`src/rtl/rps_pkg.sv`:
```
package rps_pkg;
  typedef enum logic [1:0] {
    POL_FIRST = 2'd0,
    POL_BEST  = 2'd1,
    POL_BLEFT = 2'd2,
    POL_ALT   = 2'd3
  } policy_e;

  typedef enum logic [1:0] {
    ST_IDLE = 2'd0,
    ST_SCAN = 2'd1,
    ST_DONE = 2'd2
  } scan_state_e;
endpackage

```
`src/rtl/rps_table.sv`:
```
module rps_table #(
  parameter int NUM_ENTRIES = 16,
  parameter int COORD_W     = 8,
  parameter int IDX_W       = $clog2(NUM_ENTRIES)
) (
  input  logic               clk,
  input  logic               rst_n,
  input  logic               wr_en,
  input  logic [IDX_W-1:0]   wr_idx,
  input  logic               wr_valid,
  input  logic [COORD_W-1:0] wr_x,
  input  logic [COORD_W-1:0] wr_y,
  input  logic [COORD_W-1:0] wr_w,
  input  logic [COORD_W-1:0] wr_h,
  input  logic [IDX_W-1:0]   rd_idx,
  output logic               rd_valid,
  output logic [COORD_W-1:0] rd_x,
  output logic [COORD_W-1:0] rd_y,
  output logic [COORD_W-1:0] rd_w,
  output logic [COORD_W-1:0] rd_h
);
  logic               ent_v [NUM_ENTRIES];
  logic [COORD_W-1:0] ent_x [NUM_ENTRIES];
  logic [COORD_W-1:0] ent_y [NUM_ENTRIES];
  logic [COORD_W-1:0] ent_w [NUM_ENTRIES];
  logic [COORD_W-1:0] ent_h [NUM_ENTRIES];

  for (genvar g = 0; g < NUM_ENTRIES; g++) begin : g_ent
    logic hit;
    assign hit = wr_en && (wr_idx == IDX_W'(g));

    always_ff @(posedge clk) begin
      if (!rst_n) begin
        ent_v[g] <= 1'b0;
      end else if (hit) begin
        ent_v[g] <= wr_valid;
      end
    end

    always_ff @(posedge clk) begin
      if (!rst_n) begin
        ent_x[g] <= '0;
        ent_y[g] <= '0;
        ent_w[g] <= '0;
        ent_h[g] <= '0;
      end else if (hit) begin
        ent_x[g] <= wr_x;
        ent_y[g] <= wr_y;
        ent_w[g] <= wr_w;
        ent_h[g] <= wr_h;
      end
    end
  end

  assign rd_valid = ent_v[rd_idx];
  assign rd_x     = ent_x[rd_idx];
  assign rd_y     = ent_y[rd_idx];
  assign rd_w     = ent_w[rd_idx];
  assign rd_h     = ent_h[rd_idx];
endmodule

```
`src/rtl/rps_fit_eval.sv`:
```
module rps_fit_eval
  import rps_pkg::*;
#(
  parameter int COORD_W = 8,
  parameter int AREA_W  = 2 * COORD_W
) (
  input  logic               cand_valid,
  input  logic [COORD_W-1:0] cand_x,
  input  logic [COORD_W-1:0] cand_y,
  input  logic [COORD_W-1:0] cand_w,
  input  logic [COORD_W-1:0] cand_h,
  input  logic [COORD_W-1:0] mod_w,
  input  logic [COORD_W-1:0] mod_h,
  input  policy_e            policy,
  input  logic               have_best,
  input  logic [COORD_W-1:0] best_x,
  input  logic [COORD_W-1:0] best_y,
  input  logic [AREA_W-1:0]  best_waste,
  output logic               fits,
  output logic               better,
  output logic [AREA_W-1:0]  cand_waste
);
  logic [AREA_W-1:0] cand_area;
  logic [AREA_W-1:0] mod_area;
  logic              lower_corner;

  always_comb begin
    cand_area  = AREA_W'(cand_w) * AREA_W'(cand_h);
    mod_area   = AREA_W'(mod_w) * AREA_W'(mod_h);
    cand_waste = cand_area - mod_area;
    fits       = cand_valid && (cand_w >= mod_w) && (cand_h >= mod_h);
    lower_corner = (cand_y < best_y) || ((cand_y == best_y) && (cand_x < best_x));
  end

  always_comb begin
    better = 1'b0;
    if (fits) begin
      if (!have_best) begin
        better = 1'b1;
      end else begin
        unique case (policy)
          POL_BEST:  better = cand_waste < best_waste;
          POL_BLEFT: better = lower_corner;
          default:   better = 1'b0;
        endcase
      end
    end
  end
endmodule

```
`src/rtl/rps_scan_ctrl.sv`:
```
module rps_scan_ctrl
  import rps_pkg::*;
#(
  parameter int NUM_ENTRIES = 16,
  parameter int COORD_W     = 8,
  parameter int IDX_W       = $clog2(NUM_ENTRIES),
  parameter int AREA_W      = 2 * COORD_W
) (
  input  logic               clk,
  input  logic               rst_n,
  input  logic               req_valid,
  output logic               req_ready,
  input  logic [COORD_W-1:0] req_w,
  input  logic [COORD_W-1:0] req_h,
  input  logic [1:0]         req_policy,
  output logic               rsp_valid,
  input  logic               rsp_ready,
  output logic               rsp_found,
  output logic [IDX_W-1:0]   rsp_idx,
  output logic [COORD_W-1:0] rsp_x,
  output logic [COORD_W-1:0] rsp_y,
  output logic [IDX_W-1:0]   scan_idx,
  output logic [COORD_W-1:0] mod_w,
  output logic [COORD_W-1:0] mod_h,
  output policy_e            policy,
  output logic               have_best,
  output logic [COORD_W-1:0] best_x,
  output logic [COORD_W-1:0] best_y,
  output logic [AREA_W-1:0]  best_waste,
  input  logic               cand_better,
  input  logic [COORD_W-1:0] cand_x,
  input  logic [COORD_W-1:0] cand_y,
  input  logic [AREA_W-1:0]  cand_waste
);
  localparam logic [IDX_W-1:0] LAST_IDX = IDX_W'(NUM_ENTRIES - 1);

  scan_state_e      state;
  logic [IDX_W-1:0] best_idx;

  always_ff @(posedge clk) begin
    if (!rst_n) begin
      state      <= ST_IDLE;
      scan_idx   <= '0;
      mod_w      <= '0;
      mod_h      <= '0;
      policy     <= POL_FIRST;
      have_best  <= 1'b0;
      best_idx   <= '0;
      best_x     <= '0;
      best_y     <= '0;
      best_waste <= '0;
    end else begin
      unique case (state)
        ST_IDLE: begin
          if (req_valid) begin
            mod_w      <= req_w;
            mod_h      <= req_h;
            policy     <= policy_e'(req_policy);
            scan_idx   <= '0;
            have_best  <= 1'b0;
            best_idx   <= '0;
            best_x     <= '0;
            best_y     <= '0;
            best_waste <= '0;
            state      <= ST_SCAN;
          end
        end
        ST_SCAN: begin
          if (cand_better) begin
            have_best  <= 1'b1;
            best_idx   <= scan_idx;
            best_x     <= cand_x;
            best_y     <= cand_y;
            best_waste <= cand_waste;
          end
          if (scan_idx == LAST_IDX) begin
            state <= ST_DONE;
          end else begin
            scan_idx <= scan_idx + 1'b1;
          end
        end
        ST_DONE: begin
          if (rsp_ready) state <= ST_IDLE;
        end
        default: state <= ST_IDLE;
      endcase
    end
  end

  assign req_ready = (state == ST_IDLE);
  assign rsp_valid = (state == ST_DONE);
  assign rsp_found = have_best;
  assign rsp_idx   = best_idx;
  assign rsp_x     = best_x;
  assign rsp_y     = best_y;
endmodule

```
`src/rtl/rect_place_sel.sv`:
```
module rect_place_sel
  import rps_pkg::*;
#(
  parameter int NUM_ENTRIES = 16,
  parameter int COORD_W     = 8,
  parameter int IDX_W       = $clog2(NUM_ENTRIES)
) (
  input  logic               clk,
  input  logic               rst_n,
  input  logic               cfg_we,
  input  logic [IDX_W-1:0]   cfg_idx,
  input  logic               cfg_valid,
  input  logic [COORD_W-1:0] cfg_x,
  input  logic [COORD_W-1:0] cfg_y,
  input  logic [COORD_W-1:0] cfg_w,
  input  logic [COORD_W-1:0] cfg_h,
  input  logic               req_valid,
  output logic               req_ready,
  input  logic [COORD_W-1:0] req_w,
  input  logic [COORD_W-1:0] req_h,
  input  logic [1:0]         req_policy,
  output logic               rsp_valid,
  input  logic               rsp_ready,
  output logic               rsp_found,
  output logic [IDX_W-1:0]   rsp_idx,
  output logic [COORD_W-1:0] rsp_x,
  output logic [COORD_W-1:0] rsp_y
);
  localparam int AREA_W = 2 * COORD_W;

  logic [IDX_W-1:0]   scan_idx;
  logic               cand_valid;
  logic [COORD_W-1:0] cand_x, cand_y, cand_w, cand_h;
  logic [COORD_W-1:0] mod_w, mod_h;
  policy_e            policy;
  logic               have_best;
  logic [COORD_W-1:0] best_x, best_y;
  logic [AREA_W-1:0]  best_waste, cand_waste;
  logic               cand_fits, cand_better;

  rps_table #(.NUM_ENTRIES(NUM_ENTRIES), .COORD_W(COORD_W), .IDX_W(IDX_W)) u_table (
    .clk(clk), .rst_n(rst_n),
    .wr_en(cfg_we), .wr_idx(cfg_idx), .wr_valid(cfg_valid),
    .wr_x(cfg_x), .wr_y(cfg_y), .wr_w(cfg_w), .wr_h(cfg_h),
    .rd_idx(scan_idx), .rd_valid(cand_valid),
    .rd_x(cand_x), .rd_y(cand_y), .rd_w(cand_w), .rd_h(cand_h)
  );

  rps_fit_eval #(.COORD_W(COORD_W), .AREA_W(AREA_W)) u_eval (
    .cand_valid(cand_valid), .cand_x(cand_x), .cand_y(cand_y),
    .cand_w(cand_w), .cand_h(cand_h),
    .mod_w(mod_w), .mod_h(mod_h), .policy(policy),
    .have_best(have_best), .best_x(best_x), .best_y(best_y), .best_waste(best_waste),
    .fits(cand_fits), .better(cand_better), .cand_waste(cand_waste)
  );

  rps_scan_ctrl #(.NUM_ENTRIES(NUM_ENTRIES), .COORD_W(COORD_W), .IDX_W(IDX_W), .AREA_W(AREA_W)) u_ctrl (
    .clk(clk), .rst_n(rst_n),
    .req_valid(req_valid), .req_ready(req_ready),
    .req_w(req_w), .req_h(req_h), .req_policy(req_policy),
    .rsp_valid(rsp_valid), .rsp_ready(rsp_ready), .rsp_found(rsp_found),
    .rsp_idx(rsp_idx), .rsp_x(rsp_x), .rsp_y(rsp_y),
    .scan_idx(scan_idx), .mod_w(mod_w), .mod_h(mod_h), .policy(policy),
    .have_best(have_best), .best_x(best_x), .best_y(best_y), .best_waste(best_waste),
    .cand_better(cand_better), .cand_x(cand_x), .cand_y(cand_y), .cand_waste(cand_waste)
  );
endmodule

```
`config.mk`:
```
export PLATFORM = sky130hd
export DESIGN_NAME = rect_place_sel
export DESIGN_NICKNAME = d
export VERILOG_FILES = /design/src/rtl/rps_pkg.sv /design/src/rtl/rps_table.sv /design/src/rtl/rps_fit_eval.sv /design/src/rtl/rps_scan_ctrl.sv /design/src/rtl/rect_place_sel.sv
export SDC_FILE = /design/constraint.sdc
export NUM_CORES = 1
export LEC_CHECK = 0
export BUFFER_PORTS_ARGS = -buffer_cell sky130_fd_sc_hd__buf_2
export CORE_MARGIN = 10
export CORE_UTILIZATION = 41
export CTS_BUF_LIST = sky130_fd_sc_hd__clkbuf_16
export CTS_CLUSTER_DIAMETER = 100
export DETAILED_ROUTE_END_ITERATION = 8
export SYNTH_ARGS = -nofsm -noshare
export SYNTH_HDL_FRONTEND = slang
export SYNTH_SLANG_ARGS = --single-unit
```
`constraint.sdc`:
```
create_clock -name clk -period 13.1 [get_ports clk]
set_input_delay 2.62 -clock clk [delete_from_list [all_inputs] [get_ports clk]]
set_output_delay 2.62 -clock clk [all_outputs]
set_load 0.03 [all_outputs]
```
# After elaboration in Yosys (flattened, before gate mapping)
# Memory sizes are Yosys's and may differ from the RTL's. A register that Yosys moved wholly into a read port is not among the register bits.
# Cells that the tools add are included.
dict set report word_totals {
  regBits 61
  ram_bits 528
  output_inout_bits 23
  wordCells 319
  mem_count 5
}
# memory depth word_bits read_ports rd_ports_with_merged_regs write_ports line_no
set mem_list {}
lappend mem_list {u_table.ent_h 16 8 1 1 16 rps_table.sv:26} ;# logic [COORD_W-1:0] ent_h [NUM_ENTRIES];
lappend mem_list {u_table.ent_w 16 8 1 1 16 rps_table.sv:25} ;# logic [COORD_W-1:0] ent_w [NUM_ENTRIES];
lappend mem_list {u_table.ent_x 16 8 1 1 16 rps_table.sv:23} ;# logic [COORD_W-1:0] ent_x [NUM_ENTRIES];
lappend mem_list {u_table.ent_y 16 8 1 1 16 rps_table.sv:24} ;# logic [COORD_W-1:0] ent_y [NUM_ENTRIES];
lappend mem_list {u_table.ent_v 16 1 1 1 16 rps_table.sv:22} ;# logic ent_v [NUM_ENTRIES];
dict set report op_classes {
  addsub 2
  mul 2
  magnitude_cmp 5
  n_eq_ne 26
  mux 162
  bitwise_logic 80
  reduce_logical 27
}
# op count
set ops {}
lappend ops {{8-bit 2-to-1 mux} 67}
lappend ops {{1-bit OR} 80}
lappend ops {{1-bit 2-to-1 mux} 69}
lappend ops {{4-bit 2-to-1 mux} 13}
lappend ops {{4-bit == test, second input constant} 9}
lappend ops {{8-bit by 8-bit multiplier with 16-bit output} 2}
lappend ops {{16-bit 2-to-1 mux} 2}
lappend ops {{16-bit case mux with 2 select lines} 1}
lappend ops {{8-bit case mux with 2 select lines} 2}
lappend ops {{1-bit logical AND} 19}
lappend ops {{4-bit by 3-bit == test with 1-bit output, second input constant} 4}
lappend ops {{8-bit greater-or-equal comparator} 2}
lappend ops {{16-bit less-than comparator} 1}
lappend ops {{8-bit less-than comparator} 2}
lappend ops {{4-bit case mux with 2 select lines} 2}
lappend ops {{16-bit subtractor} 1}
lappend ops {{3-bit AND reduction} 3}
lappend ops {{4-bit by 2-bit == test with 1-bit output, second input constant} 2}
lappend ops {{8-bit == test} 1}
lappend ops {{2-bit 2-to-1 mux} 3}
lappend ops {{2-bit != test, second input constant} 3}
lappend ops {{2-bit case mux with 3 select lines} 1}
lappend ops {{4-bit by 1-bit adder with 4-bit output, second input constant} 1}
lappend ops {{2-bit by 1-bit == test with 1-bit output, second input constant} 2}
lappend ops {{9 further kinds} 12}

# Logic depth before layout (Yosys ltp)
dict set report depth {
  depth_word 8
  depth_mapped 36
  mapped_depth_nobuf 31
}

# Modules after synthesis
# A second synthesis with hierarchy kept.
dict set report unflattened {
  hier_cells 2392
  area_unflattened_um2 31592.8
}
# mod instances cells_each area_per_inst_um2
set by_module_without_submodules {}
lappend by_module_without_submodules {rps_table 1 1469 23605.1}
lappend by_module_without_submodules {rps_fit_eval 1 681 5604.1}
lappend by_module_without_submodules {rps_scan_ctrl 1 242 2383.5}

# Worst setup path before layout
# Ideal clock, no wire load.
dict set report synth_path {
  path_type {register to register}
  startpoint {reg with a tool-made name}
  endpoint {reg u_ctrl.best_waste[6]}
  setup_ps 70
  arrival_ps 9224
  required_time_ps 13030
  path_slack_ps 3806
  path_stages_with_launch 35
  n_path_buf 5
  synth_period_minus_slack_ps 9294
  path_cell_list {dfxtp_1 buf_4 buf_6 buf_1 mux4_2 mux4_2 and2_1 fa_1 inv_1 fa_1 inv_1 fa_1 fa_1 fa_1 inv_1 fa_1 inv_1 ha_1 or3_1 o221a_2 o41ai_1 o21ai_0 mux2i_1 and2_1 ha_1 or3b_2 nor2_1 o2111ai_1 nor4_1 nor3_1 nor3_2 buf_4 buf_2 nand2_1 a21boi_1}
}
# element line_no
set synth_lines {}
lappend synth_lines {{to (signal assigned)} rps_scan_ctrl.sv:74} ;# best_waste <= cand_waste;
lappend synth_lines {{to (decl)} rps_scan_ctrl.sv:29} ;# output logic [AREA_W-1:0] best_waste,

==> out/results.ini <==
[global_routing]
antenna_found_initial = 10
grt_use_total_pct = 19.4
grt_pass1_vias = 19900
grt.overflow.total = 0
grt_max_degree = 62
grt_pass1_wl_um = 129000

[synth]
synth_top_area_share_pct = 50.1
ys_async_sr_fraction_pct = 0
synth-main-ff-cell = edfxtp_1
synth_top_area_cell = edfxtp_1
synth_top_cells_by_count = and2_1, edfxtp_1, inv_1
synth_nets = 2613
yosysMostFrequentCell = and2_1
yosys_warnings = 0
yosysSeqAreaShare_pct = 54.2
syn_area_per_cell_um2 = 13.5
syn_area_mm2 = 0.0316
ys_ff_latch = 593
synth_cell_type_count = 51
synth_edf_count = 527
synthCells = 2343
ys_top_cells_by_area = edfxtp_1, mux4_2, and2_1

[detailed_routing]
drt-initial-drc-count = 1864
dr.pass1.iters = 5
wl_per_cell_um = 24.8
route.detailed.drc = 0
antenna_left = 0
vias_per_cell = 5.40
num_vias = 18700
wirelength_um = 86000

[timing]
rsz0062_at_grt = no
period_needed_ns = 10.75
final_hold_viol_count = 0
period_share_pct = 82.1
setup_slack_ns = 2.35
fmax_mhz = 93.0
setup_violations = 0
slew_headroom_pct = 19.5
whs_ns = 0.487
clock_skew_ns = 0.0272
worst_pin_slew_ns = 1.21
tns_ns = 0
drv_slew = 0

[setup_path]
cp-start-kind = register
endpoint_kind = register
crit_slowest_cell = dfxtp_4
path_common_cell = fa_1
critPathKind = register to register
cp_data_required_time_ns = 13.60
slowest_delay_ns = 0.84
cp.arrival_ns = 11.25
crit_path_max_fanout = 48

[clock_network]
cts_sinks = 593
cts_tree = done
clk_latency_ns = 0.62
clk_pin_slew_ns = 0.06
cts.htree.levels = 3
clock_path_buffers = 3
cts_buffers = 66
postCtsSetupRepairBufs = 0
cts-hold-fix-buffers = 0
root_buffer = clkbuf_16
post_cts_resized = 0

[pwr]
vdd_drop_max_uv = 347
power_uw = 7290
leakage_uw = 0.0128
p_per_area_mw_per_mm2 = 206

[outcome]
outcome = completed

[job]
cap_violations = 0

[min_path]
min_path_type = register to register
hold_start = u_ctrl.best_waste[15]

[final_layout]
final_cells = 3464
drive_gt1_share_pct = 17.0
area_growth_pct = 11.9
fillers = 6664
nets = 2658
regArea_mm2 = 0.0172
multi_input_area_mm2 = 0.0134

[die]
coreArea_mm2 = 0.0762
io_pins = 83
start_util_pct = 41.5
die_area_mm2 = 0.0886
floorplan.die.width_um = 298
die_y_um = 298
rows = 101

[place]
routabilityCongestion = 0.857
dp.cells = 3350
dp_slack_ns = 2.21
portBuffers = 82
place_hpwl_um = 50000

[stage by stage]
stage,util [%],cell area [µm²]
after floorplan,-,31600
after global placement,43.8,33400
after detailed placement,43.8,33400
after CTS,46.4,35400
after global routing,46.4,35400
final,46.4,35400
[power breakdown]
part	leakage, µW	switching (µW)	total (µW)	internal (µW)
Combinational	0.00619	1910	3320	1410
Clock	0.00105	769	1760	987
Sequential	0.00559	46.7	2220	2170
Total	0.0128	2720	7290	4570
[kinds of logic after synthesis]
group           count (synthesis)  share of synthesized area, %
buf+inv                       346                          4.23
xor+xnor                       16                         0.443
fa+ha+maj                     210                          10.6
simple gates                  874                          15.7
mux                           173                          11.9
compound gates                131                          2.81
flops                         593                          54.2
[routing by layer]
metal / up-vias / track usage (%) / wire, µm
met5: - / 0 / 31
met4: 6 / 4.69 / 1950
met3: 140 / 5.42 / 7860
met2: 739 / 31.6 / 41000
met1: 9550 / 25.4 / 35100
li1: 8270 / - / -
[flip-flops by register name, indices dropped and copies added, names as in the netlist, 4 cells and up, named ones only]
signal and count:
u_ctrl.best_y 8, u_table.ent_v 16, u_ctrl.best_x 8, u_ctrl.best_waste 16, u_ctrl.mod_h 8, u_table.ent_w 128
u_table.ent_h 128, u_table.ent_x 128, u_ctrl.mod_w 8, u_table.ent_y 128, u_ctrl.scan_idx 4, u_ctrl.rsp_idx 4
[area by class of cell]
type / instances / share of cell area [%]
Clock buffer: 68 / 4.81
Clock inverter: 45 / 0.947
Timing Repair Buffer: 122 / 2.02
Multi-Input combinational cell: 1404 / 38.0
Tap cell: 1030 / 3.64
Inverter: 201 / 2.13
Sequential cell: 593 / 48.5
Antenna cell: 1 / 0.00707
[layout by cell type, fill, tap and decap left out, drive strengths merged, types with 3 or more instances in the layout]
master,n
or3,28
a21o,6
mux2,3
a21oi,14
o21a,6
inv,218
nand2b,9
o2111ai,3
nor3,13
nand2,133
buf,122
xor2,3
dfxtp,66
a211oi,6
clkinv,25
mux2i,7
and3,4
nor2,70
fa,98
edfxtp,527
nor2b,7
and2,577
nand3,8
a2111oi,3
ha,112
clkbuf,68
nand3b,8
o21ai,31
xnor2,13
nand4,8
a21boi,51
mux4,163
[worst paths after layout]
path / end / slack [ns] / cells past startpoint
max: u_ctrl.best_y[0] / 2.35 / 30
min: u_ctrl.best_waste[15] / 0.49 / 2
max reg2reg: u_ctrl.best_y[0] / 2.35 / 30
min reg2reg: u_ctrl.best_waste[15] / 0.49 / 2
[critical path, delay by kind of cell (launching register included)]
family | cells | cell delay (ns)
adder cells (fa/ha/maj) | 8 | 3.34
AND/OR/NAND/NOR | 9 | 2.57
multiplexers | 4 | 1.49
buffers and inverters | 5 | 1.32
AO/OA/AOI/OAI | 4 | 1.06
flip-flops | 1 | 0.84
Power figures use the tool's default switching activity.
